File: config.mk
export PLATFORM = sky130hd
export DESIGN_NAME = chgrp_sequencer
export DESIGN_NICKNAME = d
export VERILOG_FILES = /design/src/rtl/chgrp_pkg.sv /design/src/rtl/chgrp_timer.sv /design/src/rtl/chgrp_bank.sv /design/src/rtl/chgrp_ctrl.sv /design/src/rtl/chgrp_sequencer.sv
export SDC_FILE = /design/constraint.sdc
export NUM_CORES = 1
export LEC_CHECK = 0
export BUFFER_PORTS_ARGS = -buffer_cell sky130_fd_sc_hd__buf_2
export CORE_ASPECT_RATIO = 2
export CORE_MARGIN = 1.5
export CORE_UTILIZATION = 57
export CTS_CLUSTER_SIZE = 24
export DETAILED_ROUTE_END_ITERATION = 12
export PLACE_DENSITY = 0.81
export REMOVE_ABC_BUFFERS = 1
export SKIP_CTS_REPAIR_TIMING = 1
export SYNTH_ARGS = -nofsm -noshare
export SYNTH_HDL_FRONTEND = slang
export SYNTH_SLANG_ARGS = --single-unit
File: constraint.sdc
create_clock -name clk -period 3.8 [get_ports clk]
set_input_delay 0.19 -clock clk [delete_from_list [all_inputs] [get_ports clk]]
set_output_delay 0.19 -clock clk [all_outputs]
set_load 0.005 [all_outputs]
File: src/rtl/chgrp_pkg.sv
// Shared definitions for the channel-group sequencer.
// Assumes the channel field width is fixed at 5 bits (channels 0..31).
package chgrp_pkg;
    localparam int CH_W = 5;
    typedef logic [CH_W-1:0] chan_t;
endpackage

File: src/rtl/chgrp_timer.sv
// Fixed-latency converter model: busy for LAT cycles after a start.
// A start takes priority over a kill; fin flags the last busy cycle.
// Assumes LAT >= 2.
module chgrp_timer #(
    parameter int LAT = 8
) (
    input  logic clk,
    input  logic rst_n,
    input  logic start,
    input  logic kill,
    output logic busy,
    output logic fin
);
    localparam int CW = (LAT > 2) ? $clog2(LAT) : 1;

    logic [CW-1:0] cnt;

    assign fin = busy && (cnt == '0);

    // Count down the remaining busy cycles of the running conversion.
    always_ff @(posedge clk) begin
        if (!rst_n) begin
            busy <= 1'b0;
            cnt  <= '0;
        end else if (start) begin
            busy <= 1'b1;
            cnt  <= CW'(LAT - 1);
        end else if (kill || fin) begin
            busy <= 1'b0;
        end else if (busy) begin
            cnt <= cnt - 1'b1;
        end
    end

    // a conversion with cycles left and no kill stays busy
    a_r2_busy_holds: assert property (@(posedge clk) disable iff (!rst_n)
        (busy && (cnt != '0) && !kill) |=> busy);
endmodule

File: src/rtl/chgrp_bank.sv
// One channel-group slot: channel, interrupt enable, result, completion flag.
// A write clears the flag; a completion stores the sample and sets it.
// Assumes the controller never asserts wr and done for one slot together.
module chgrp_bank #(
    parameter int RES_W = 12
) (
    input  logic               clk,
    input  logic               rst_n,
    input  logic               wr,
    input  chgrp_pkg::chan_t   wr_chan,
    input  logic               wr_ie,
    input  logic               done,
    input  logic [RES_W-1:0]   sample,
    output chgrp_pkg::chan_t   chan,
    output logic               ie,
    output logic [RES_W-1:0]   result,
    output logic               coco
);
    // Hold the slot settings and the last completed result.
    always_ff @(posedge clk) begin
        if (!rst_n) begin
            chan   <= '0;
            ie     <= 1'b0;
            result <= '0;
            coco   <= 1'b0;
        end else if (wr) begin
            chan <= wr_chan;
            ie   <= wr_ie;
            coco <= 1'b0;
        end else if (done) begin
            result <= sample;
            coco   <= 1'b1;
        end
    end

    // a write leaves the flag clear
    a_r9_write_clears: assert property (@(posedge clk) disable iff (!rst_n)
        wr |=> !coco);
    // the flag only rises on a completion
    a_r3_flag_from_done: assert property (@(posedge clk) disable iff (!rst_n)
        $rose(coco) |-> $past(done));
endmodule

File: src/rtl/chgrp_ctrl.sv
// Ownership control: decides starts, aborts and completions, keeps the
// owning slot, the conversion channel and the hardware rotation pointer.
// Assumes wr_grp < NUM_GROUPS.
module chgrp_ctrl #(
    parameter int NUM_GROUPS = 2,
    parameter int GW         = 1
) (
    input  logic                                  clk,
    input  logic                                  rst_n,
    input  logic                                  hw_mode,
    input  logic                                  cont_en,
    input  logic                                  wr_en,
    input  logic [GW-1:0]                         wr_grp,
    input  chgrp_pkg::chan_t                      wr_chan,
    input  logic [NUM_GROUPS-1:0]                 hw_trig,
    input  logic [NUM_GROUPS-1:0][chgrp_pkg::CH_W-1:0] grp_chan,
    input  logic                                  busy,
    input  logic                                  fin,
    output logic                                  start,
    output logic                                  kill,
    output logic [NUM_GROUPS-1:0]                 done_vec,
    output logic [GW-1:0]                         act_grp,
    output chgrp_pkg::chan_t                      conv_chan
);
    logic [GW-1:0]    ptr;
    logic             wr_hits_act;
    logic             sw_start;
    logic             hw_start;
    logic             cont_start;
    logic             complete;
    logic [GW-1:0]    start_grp;
    chgrp_pkg::chan_t start_chan;

    // Decide this cycle's start, abort and completion events.
    always_comb begin
        wr_hits_act = wr_en && busy && (wr_grp == act_grp);
        sw_start    = !hw_mode && wr_en && (wr_grp == '0) &&
                      (!busy || (act_grp == '0));
        hw_start    = hw_mode && !busy && hw_trig[ptr];
        complete    = fin && !wr_hits_act;
        cont_start  = complete && cont_en && !hw_mode && (act_grp == '0);
        start       = sw_start || hw_start || cont_start;
        kill        = wr_hits_act;
        start_grp   = hw_start ? ptr : '0;
        start_chan  = sw_start ? wr_chan : grp_chan[start_grp];
    end

    // Route a completion to the owning slot only.
    always_comb begin
        for (int g = 0; g < NUM_GROUPS; g++) begin
            done_vec[g] = complete && (act_grp == GW'(g));
        end
    end

    // Record ownership on each start and advance the rotation on hardware starts.
    always_ff @(posedge clk) begin
        if (!rst_n) begin
            act_grp   <= '0;
            conv_chan <= '0;
            ptr       <= '0;
        end else begin
            if (start) begin
                act_grp   <= start_grp;
                conv_chan <= start_chan;
            end
            if (hw_start) begin
                if (ptr == GW'(NUM_GROUPS - 1)) ptr <= '0;
                else                            ptr <= ptr + 1'b1;
            end
        end
    end

    // one completion per cycle at most
    a_r12_single_done: assert property (@(posedge clk) disable iff (!rst_n)
        $onehot0(done_vec));
    // ownership is fixed while a conversion runs
    a_r12_owner_held: assert property (@(posedge clk) disable iff (!rst_n)
        busy |=> $stable(act_grp));
    // software can only launch slot 0
    a_r4_sw_slot0_only: assert property (@(posedge clk) disable iff (!rst_n)
        (start && !hw_mode) |=> (act_grp == '0));
    // an abort yields no completion
    a_r8_abort_no_done: assert property (@(posedge clk) disable iff (!rst_n)
        kill |-> (done_vec == '0));
    // the rotation does not move while busy
    a_r6_ptr_still: assert property (@(posedge clk) disable iff (!rst_n)
        busy |=> $stable(ptr));
endmodule

File: src/rtl/chgrp_sequencer.sv
// Top: channel-group slots sharing one fixed-latency converter, started by
// software writes to slot 0 or by per-slot hardware triggers in rotation.
// Assumes wr_grp and rd_grp are below NUM_GROUPS.
module chgrp_sequencer #(
    parameter int NUM_GROUPS  = 2,
    parameter int RES_W       = 12,
    parameter int CONV_CYCLES = 8,
    localparam int GW = (NUM_GROUPS > 1) ? $clog2(NUM_GROUPS) : 1
) (
    input  logic                  clk,
    input  logic                  rst_n,
    input  logic                  hw_mode,
    input  logic                  cont_en,
    input  logic                  wr_en,
    input  logic [GW-1:0]         wr_grp,
    input  logic [4:0]            wr_chan,
    input  logic                  wr_ie,
    input  logic [NUM_GROUPS-1:0] hw_trig,
    input  logic [RES_W-1:0]      adc_sample,
    input  logic [GW-1:0]         rd_grp,
    output logic [RES_W-1:0]      rd_result,
    output logic                  rd_done,
    output logic                  active,
    output logic [GW-1:0]         act_grp,
    output logic [4:0]            conv_chan,
    output logic                  irq
);
    logic                                       start, kill, fin;
    logic [NUM_GROUPS-1:0]                      done_vec;
    logic [NUM_GROUPS-1:0][chgrp_pkg::CH_W-1:0] grp_chan;
    logic [NUM_GROUPS-1:0]                      grp_ie;
    logic [NUM_GROUPS-1:0]                      grp_coco;
    logic [NUM_GROUPS-1:0][RES_W-1:0]           grp_res;

    chgrp_timer #(.LAT(CONV_CYCLES)) u_timer (
        .clk(clk), .rst_n(rst_n), .start(start), .kill(kill),
        .busy(active), .fin(fin)
    );

    chgrp_ctrl #(.NUM_GROUPS(NUM_GROUPS), .GW(GW)) u_ctrl (
        .clk(clk), .rst_n(rst_n), .hw_mode(hw_mode), .cont_en(cont_en),
        .wr_en(wr_en), .wr_grp(wr_grp), .wr_chan(wr_chan), .hw_trig(hw_trig),
        .grp_chan(grp_chan), .busy(active), .fin(fin), .start(start),
        .kill(kill), .done_vec(done_vec), .act_grp(act_grp),
        .conv_chan(conv_chan)
    );

    for (genvar g = 0; g < NUM_GROUPS; g++) begin : g_bank
        chgrp_bank #(.RES_W(RES_W)) u_bank (
            .clk(clk), .rst_n(rst_n),
            .wr(wr_en && (wr_grp == GW'(g))),
            .wr_chan(wr_chan), .wr_ie(wr_ie),
            .done(done_vec[g]), .sample(adc_sample),
            .chan(grp_chan[g]), .ie(grp_ie[g]),
            .result(grp_res[g]), .coco(grp_coco[g])
        );
    end

    // Read port and interrupt collection.
    always_comb begin
        rd_result = grp_res[rd_grp];
        rd_done   = grp_coco[rd_grp];
        irq       = |(grp_coco & grp_ie);
    end

    // interrupt tracks enabled flags
    a_r11_irq_match: assert property (@(posedge clk) disable iff (!rst_n)
        irq == (|(grp_coco & grp_ie)));
    // idle and quiet in the cycle after reset
    a_r1_reset_idle: assert property (@(posedge clk)
        !rst_n |=> (!active && !irq));
endmodule

# Word-level counts from Yosys, hierarchy flattened
# Cells that the tools add are included.
[word_totals]
out_inout_bits = 21
word_cells = 74
ff_bits = 49
input_bits = 27
[classes]
addsub = 2
n_eq_ne = 2
n_mux = 16
bitwise_logic = 6
order_cmp = 3
n_reduce_logical = 32
[ops]
columns = ["operator", "count"]
rows = [
  ["12-bit 2-to-1 mux", 2],
  ["1-bit logical AND", 16],
  ["5-bit 2-to-1 mux", 3],
  ["3-bit 2-to-1 mux", 3],
  ["1-bit 2-to-1 mux", 8],
  ["1-bit by 2-bit less-than comparator with 1-bit output, second input constant", 3],
  ["2-bit AND reduction", 3],
  ["2-bit OR reduction", 3],
  ["1-bit inverter", 5],
  ["1-bit logical OR", 4],
  ["2-bit nonzero test", 2],
  ["1-bit logical NOT", 3],
  ["3-bit logical NOT", 1],
  ["3-bit by 1-bit subtractor with 3-bit output, second input constant", 1],
  ["2-bit bitwise AND", 1],
  ["2-bit != test, second input constant", 1],
  ["1-bit adder, second input constant", 1],
  ["1-bit == test", 1],
]

# Depth between registers and ports, before layout
[depth]
word_depth = 10
depth_mapped = 7
mapped_depth_nobuf = 6

# By module
# From an unflattened synthesis, not the netlist that was laid out.
[unflattened]
hier_cells = 237
hier_area_um2 = 2408.6
[by_module_without_submodules]
columns = ["module", "seq_area_each_um2", "cells_per_inst", "instances", "area_per_inst_um2"]
rows = [
  ["chgrp_bank", 380.4, 75, 2, 758.2],
  ["chgrp_ctrl", 140.1, 47, 1, 431.7],
  ["chgrp_timer", 80.1, 23, 1, 244.0],
  ["chgrp_sequencer", 0.0, 17, 1, 216.5],
]

# Least setup slack after synthesis
# Ideal clock, no wire load.
[synth_timing]
path_kind = "register to register"
from = "register u_timer.cnt[0]"
to = "register u_timer.cnt[2]"
path_stages_with_launch = 7
setup_time_ns = 0.120
setup_slack_ns = 2.253
arrival_time_ns = 1.427
t_required_ns = 3.680
period_less_slack_ns = 1.547
path_buffers = 0
cell_sequence = "dfxtp_1 > inv_1 > ha_1 > nor2b_1 > a211oi_2 > a21boi_0 > o31a_1"
[synth_via]
elab_chain_cells = 9
elab_cells_between_ends = 15
classes_between = "1 x add/sub; 1 x eq/ne; 3 x mux; 10 x reduce/logical"
[synth_lines]
columns = ["element", "line", "text"]
rows = [
  ["from (decl)", "chgrp_timer.sv:16", "logic [CW-1:0] cnt;"],
  ["from (signal assigned)", "chgrp_timer.sv:27", "cnt <= CW'(LAT - 1);"],
  ["from (signal assigned)", "chgrp_timer.sv:31", "cnt <= cnt - 1'b1;"],
  ["3-bit logical NOT", "chgrp_timer.sv:18", "assign fin = busy && (cnt == '0);"],
  ["1-bit logical AND", "chgrp_timer.sv:18", ""],
  ["1-bit logical AND", "chgrp_ctrl.sv:40", "complete = fin && !wr_hits_act;"],
  ["1-bit logical AND (3 in a row)", "chgrp_ctrl.sv:41", "cont_start = complete && cont_en && !hw_mode && (act_grp == '0);"],
  ["1-bit logical OR", "chgrp_ctrl.sv:42", "start = sw_start || hw_start || cont_start;"],
  ["2-bit != test (no source line) / 2-bit nonzero test (equally long branches)", "n/a", ""],
  ["2-bit AND reduction (no source line)", "n/a", ""],
]
# Parallel ways exist; a longest one is shown, timed or not. The select of a mux whose other input is x is not followed.
# A chain may end at the register's enable or synchronous reset.

# Worst setup path after layout
[layout_timing]
from = "register u_timer.cnt[0]"
to = "register g_bank[1].u_bank.result[11]"
[layout_via]
elab_chain_cells = 5
[layout_lines]
columns = ["element", "line", "text"]
rows = [
  ["3-bit logical NOT", "chgrp_timer.sv:18", ""],
  ["1-bit logical AND", "chgrp_timer.sv:18", ""],
  ["1-bit logical AND", "chgrp_ctrl.sv:40", ""],
  ["1-bit logical AND", "chgrp_ctrl.sv:51", "done_vec[g] = complete && (act_grp == GW'(g));"],
  ["2-bit AND reduction (no source line)", "n/a", ""],
  ["to (signal assigned)", "chgrp_bank.sv:31", "result <= sample;"],
  ["to (decl)", "chgrp_bank.sv:16", "output logic [RES_W-1:0] result,"],
]
# Every way passes these cells.

==> flow_metrics.env <==
export IMPL_cp_top_family="simple AND/OR/NAND/NOR gates"
export IMPL_ir_worst_vdd_mv=0.300
export IMPL_min_period_ns=1.70
export IMPL_slowest_stage="nand4_1"
export IMPL_synthFlopType="dfxtp_1"
export IMPL_crit_chain="inv_1 -> ha_1 -> nor2b_1 -> nand4_1 -> nand2_1 -> a21oi_1"
export IMPL_synth_cell_types=36
export IMPL_cts_buffer_depth=2
export IMPL_via_per_inst=5.55
export IMPL_status="completed"
export IMPL_rows=31
export IMPL_drt_initial_drc_count=61
export IMPL_insertion_delay_ns=0.30
export IMPL_synth_edf_count=0
export IMPL_max_stage_delay_ns=0.48
export IMPL_fillers=350
export IMPL_synth_most_common_cell="nand2_1"
export IMPL_area_delta_synth_final_pct=15.2
export IMPL_hp_start="wr_ie"
export IMPL_layout_drive_gt1_share_pct=27.2
export IMPL_crit_type="flip-flop to flip-flop"
export IMPL_die_width_um=46.3
export IMPL_finalHoldViolations=0
export IMPL_hold_path_class="primary input to flip-flop"
export IMPL_dr_pass1_iters=4
export IMPL_seq_area_frac_synth_pct=45.9
export IMPL_wl_um=4590
export IMPL_yosysTopAreaCell="dfxtp_1"
export IMPL_dp_hpwl_um=3290
export IMPL_critPathLaunchType="flip-flop"
export IMPL_grt_pass1_wl_um=7510
export IMPL_ant_nets=0
export IMPL_arrival_ns=1.88
export IMPL_vias=1881
export IMPL_fin_area_sq_um=2460
export IMPL_synthArstFlopShare_pct=0
export IMPL_avgRoutedWirePerCell_um=13.5
export IMPL_maxSlewViolCount=0
export IMPL_critical_path_endpoint_type="flip-flop"
export IMPL_min_to="g_bank[0].u_bank.ie"
export IMPL_regArea_sq_um=981
export IMPL_ys_ff_latch=49
export IMPL_dieArea_sq_um=4150
export IMPL_cts_tree="done"
export IMPL_r2r_start="u_timer.cnt[0]"
export IMPL_synth_cells=248
export IMPL_cts_made_buffers=5
export IMPL_power_density_nw_per_um2=394
export IMPL_multiInputGateArea_sq_um=1070
export IMPL_fin_tns_setup_ns=0
export IMPL_grt_ovfl_total=0
export IMPL_drc=0
export IMPL_worstPathRequired_ns=3.98
export IMPL_die_height_um=89.6
export IMPL_reg2reg_slack_ns=2.10
export IMPL_worstHoldPathCells=3
export IMPL_rsz0062_at_grt="false"
export IMPL_ioPinCount=48
export IMPL_fmax_mhz=587
export IMPL_netlist_top_cells_area="dfxtp_1 (46%), nand2_1 (13%), mux2_2 (10%), a21oi_1 (9.1%), mux2i_1 (2.8%)"
export IMPL_worstPathMaxFanout=12
export IMPL_n_antenna_cell=0
export IMPL_htreeDepth=2
export IMPL_netlist_area_leader_share_pct=45.9
export IMPL_cts_clk_slew_worst_paths_ns=0.08
export IMPL_avgSynthCellArea_sq_um=8.61
export IMPL_tightest_slew_ns=0.854
export IMPL_timing_final_crit_share_pct=44.8
export IMPL_core_area_sq_um=3610
export IMPL_report_final_setup_viol=0
export IMPL_syn_area_sq_um=2140
export IMPL_rr_endpoint="g_bank[1].u_bank.result[11]"
export IMPL_grt_max_degree=33
export IMPL_root_buffer="clkbuf_8"
export IMPL_grt_usage_pct=24.6
export IMPL_yosys_warnings=0
export IMPL_leakagePower_nw=1.04
export IMPL_finClkSkew_ns=0.00552
export IMPL_rr_worst_depth=6
export IMPL_place_congestion=0.804
export IMPL_fin_nets=319
export IMPL_cts_sinks=49
export IMPL_cap_violations=0
export IMPL_portBuffers=47
export IMPL_power_w=0.000969
export IMPL_antenna_found_initial=0
export IMPL_ys_top_cells_by_count="nand2_1 (74), dfxtp_1 (49), a21oi_1 (39), mux2_2 (19), nand3_1 (7)"
export IMPL_crit_buf_inv=1
export IMPL_start_util_pct=59.2
export IMPL_placed_area_sq_um=2370
export IMPL_grt_pass1_vias=1780
export IMPL_crit_start="u_timer.cnt[0]"
export IMPL_slew_headroom_pct=42.8
==> sequential cells by signal, summed over array words and instances (netlist names) <==
name and flops:
g_bank.u_bank.result 24, u_timer.busy 1, u_timer.cnt 3, g_bank.u_bank.ie 2, u_ctrl.conv_chan 5, u_ctrl.ptr 1, u_ctrl.act_grp 1, g_bank.u_bank.chan 10
g_bank.u_bank.coco 2
==> metal layers <==
metal / routed length, um / vias up / global-route usage, %
met5: 0 / - / 0
met4: 91 / 0 / 11.7
met3: 221 / 7 / 4.40
met2: 2550 / 68 / 44.8
met1: 1730 / 884 / 25.6
li1: - / 922 / -
==> how the worst max path moves through the flow <==
stage	end	slack, ns	cells after the start
final	g_bank[1].u_bank.result[11]	2.10	6
after global routing	g_bank[1].u_bank.result[7]	1.90	6
after CTS	g_bank[0].u_bank.result[5]	2.07	6
after detailed placement	g_bank[1].u_bank.result[11]	2.10	6
after global placement	g_bank[0].u_bank.result[1]	2.14	5
after floorplan	u_timer.cnt[2]	2.25	6
==> stage by stage <==
stage / worst slack [ns] / cells / hold slack (ns) / util [%]
2_1_floorplan: 2.25 / 235 / 0.304 / -
3_3_place_gp: 2.14 / 332 / 0.439 / 65.8
3_5_place_dp: 2.10 / 332 / 0.446 / 65.8
4_1_cts: 2.07 / 339 / 0.131 / 68.2
5_1_grt: 1.90 / 339 / 0.127 / 68.2
6_report: 2.10 / 339 / 0.130 / 68.2
==> logic make-up (layout without fill, tap and decap cells) <==
family | after synthesis | count (layout) | share of synthesized area, %
muxes | 25 | 25 | 12.8
and+or+nand+nor | 100 | 100 | 21.2
buffers and inverters | 17 | 59 | 3.75
AOI/OAI and AO/OA | 53 | 53 | 14.3
xor gates and xnor gates | 2 | 2 | 0.820
DFF | 49 | 49 | 45.9
adders and majority gates | 2 | 2 | 1.17
==> power by group <==
group | internal, W | switching, W | total (W)
Sequential | 0.000533 | 0.0000112 | 0.000545
Combinational | 0.0000522 | 0.0000710 | 0.000123
Clock | 0.000144 | 0.000156 | 0.000301
Total | 0.000730 | 0.000239 | 0.000969
==> final cells by class <==
class	count	share of cell area (%)
Clock buffer	7	3.51
Inverter	4	0.610
Multi-Input combinational cell	182	43.7
Sequential cell	49	39.9
Tap cell	49	2.49
Timing Repair Buffer	48	9.86
==> tightest hold or removal path: stages <==
cell	delay, ns
buf_2	0.10
nand2_1	0.05
a21oi_1	0.05
==> cell usage in the layout, fill, tap and decap left out, drive strengths merged, types with 2 or more instances in the layout <==
cell type / instances
nor2b: 3
ha: 2
nand2: 75
nand2b: 4
mux2: 19
nor2: 2
mux2i: 6
a21oi: 39
o22ai: 5
xnor2: 2
nor3: 2
nand3: 8
clkbuf: 7
inv: 4
buf: 48
dfxtp: 49
o21a: 3
Power figures use the tool's default switching activity.
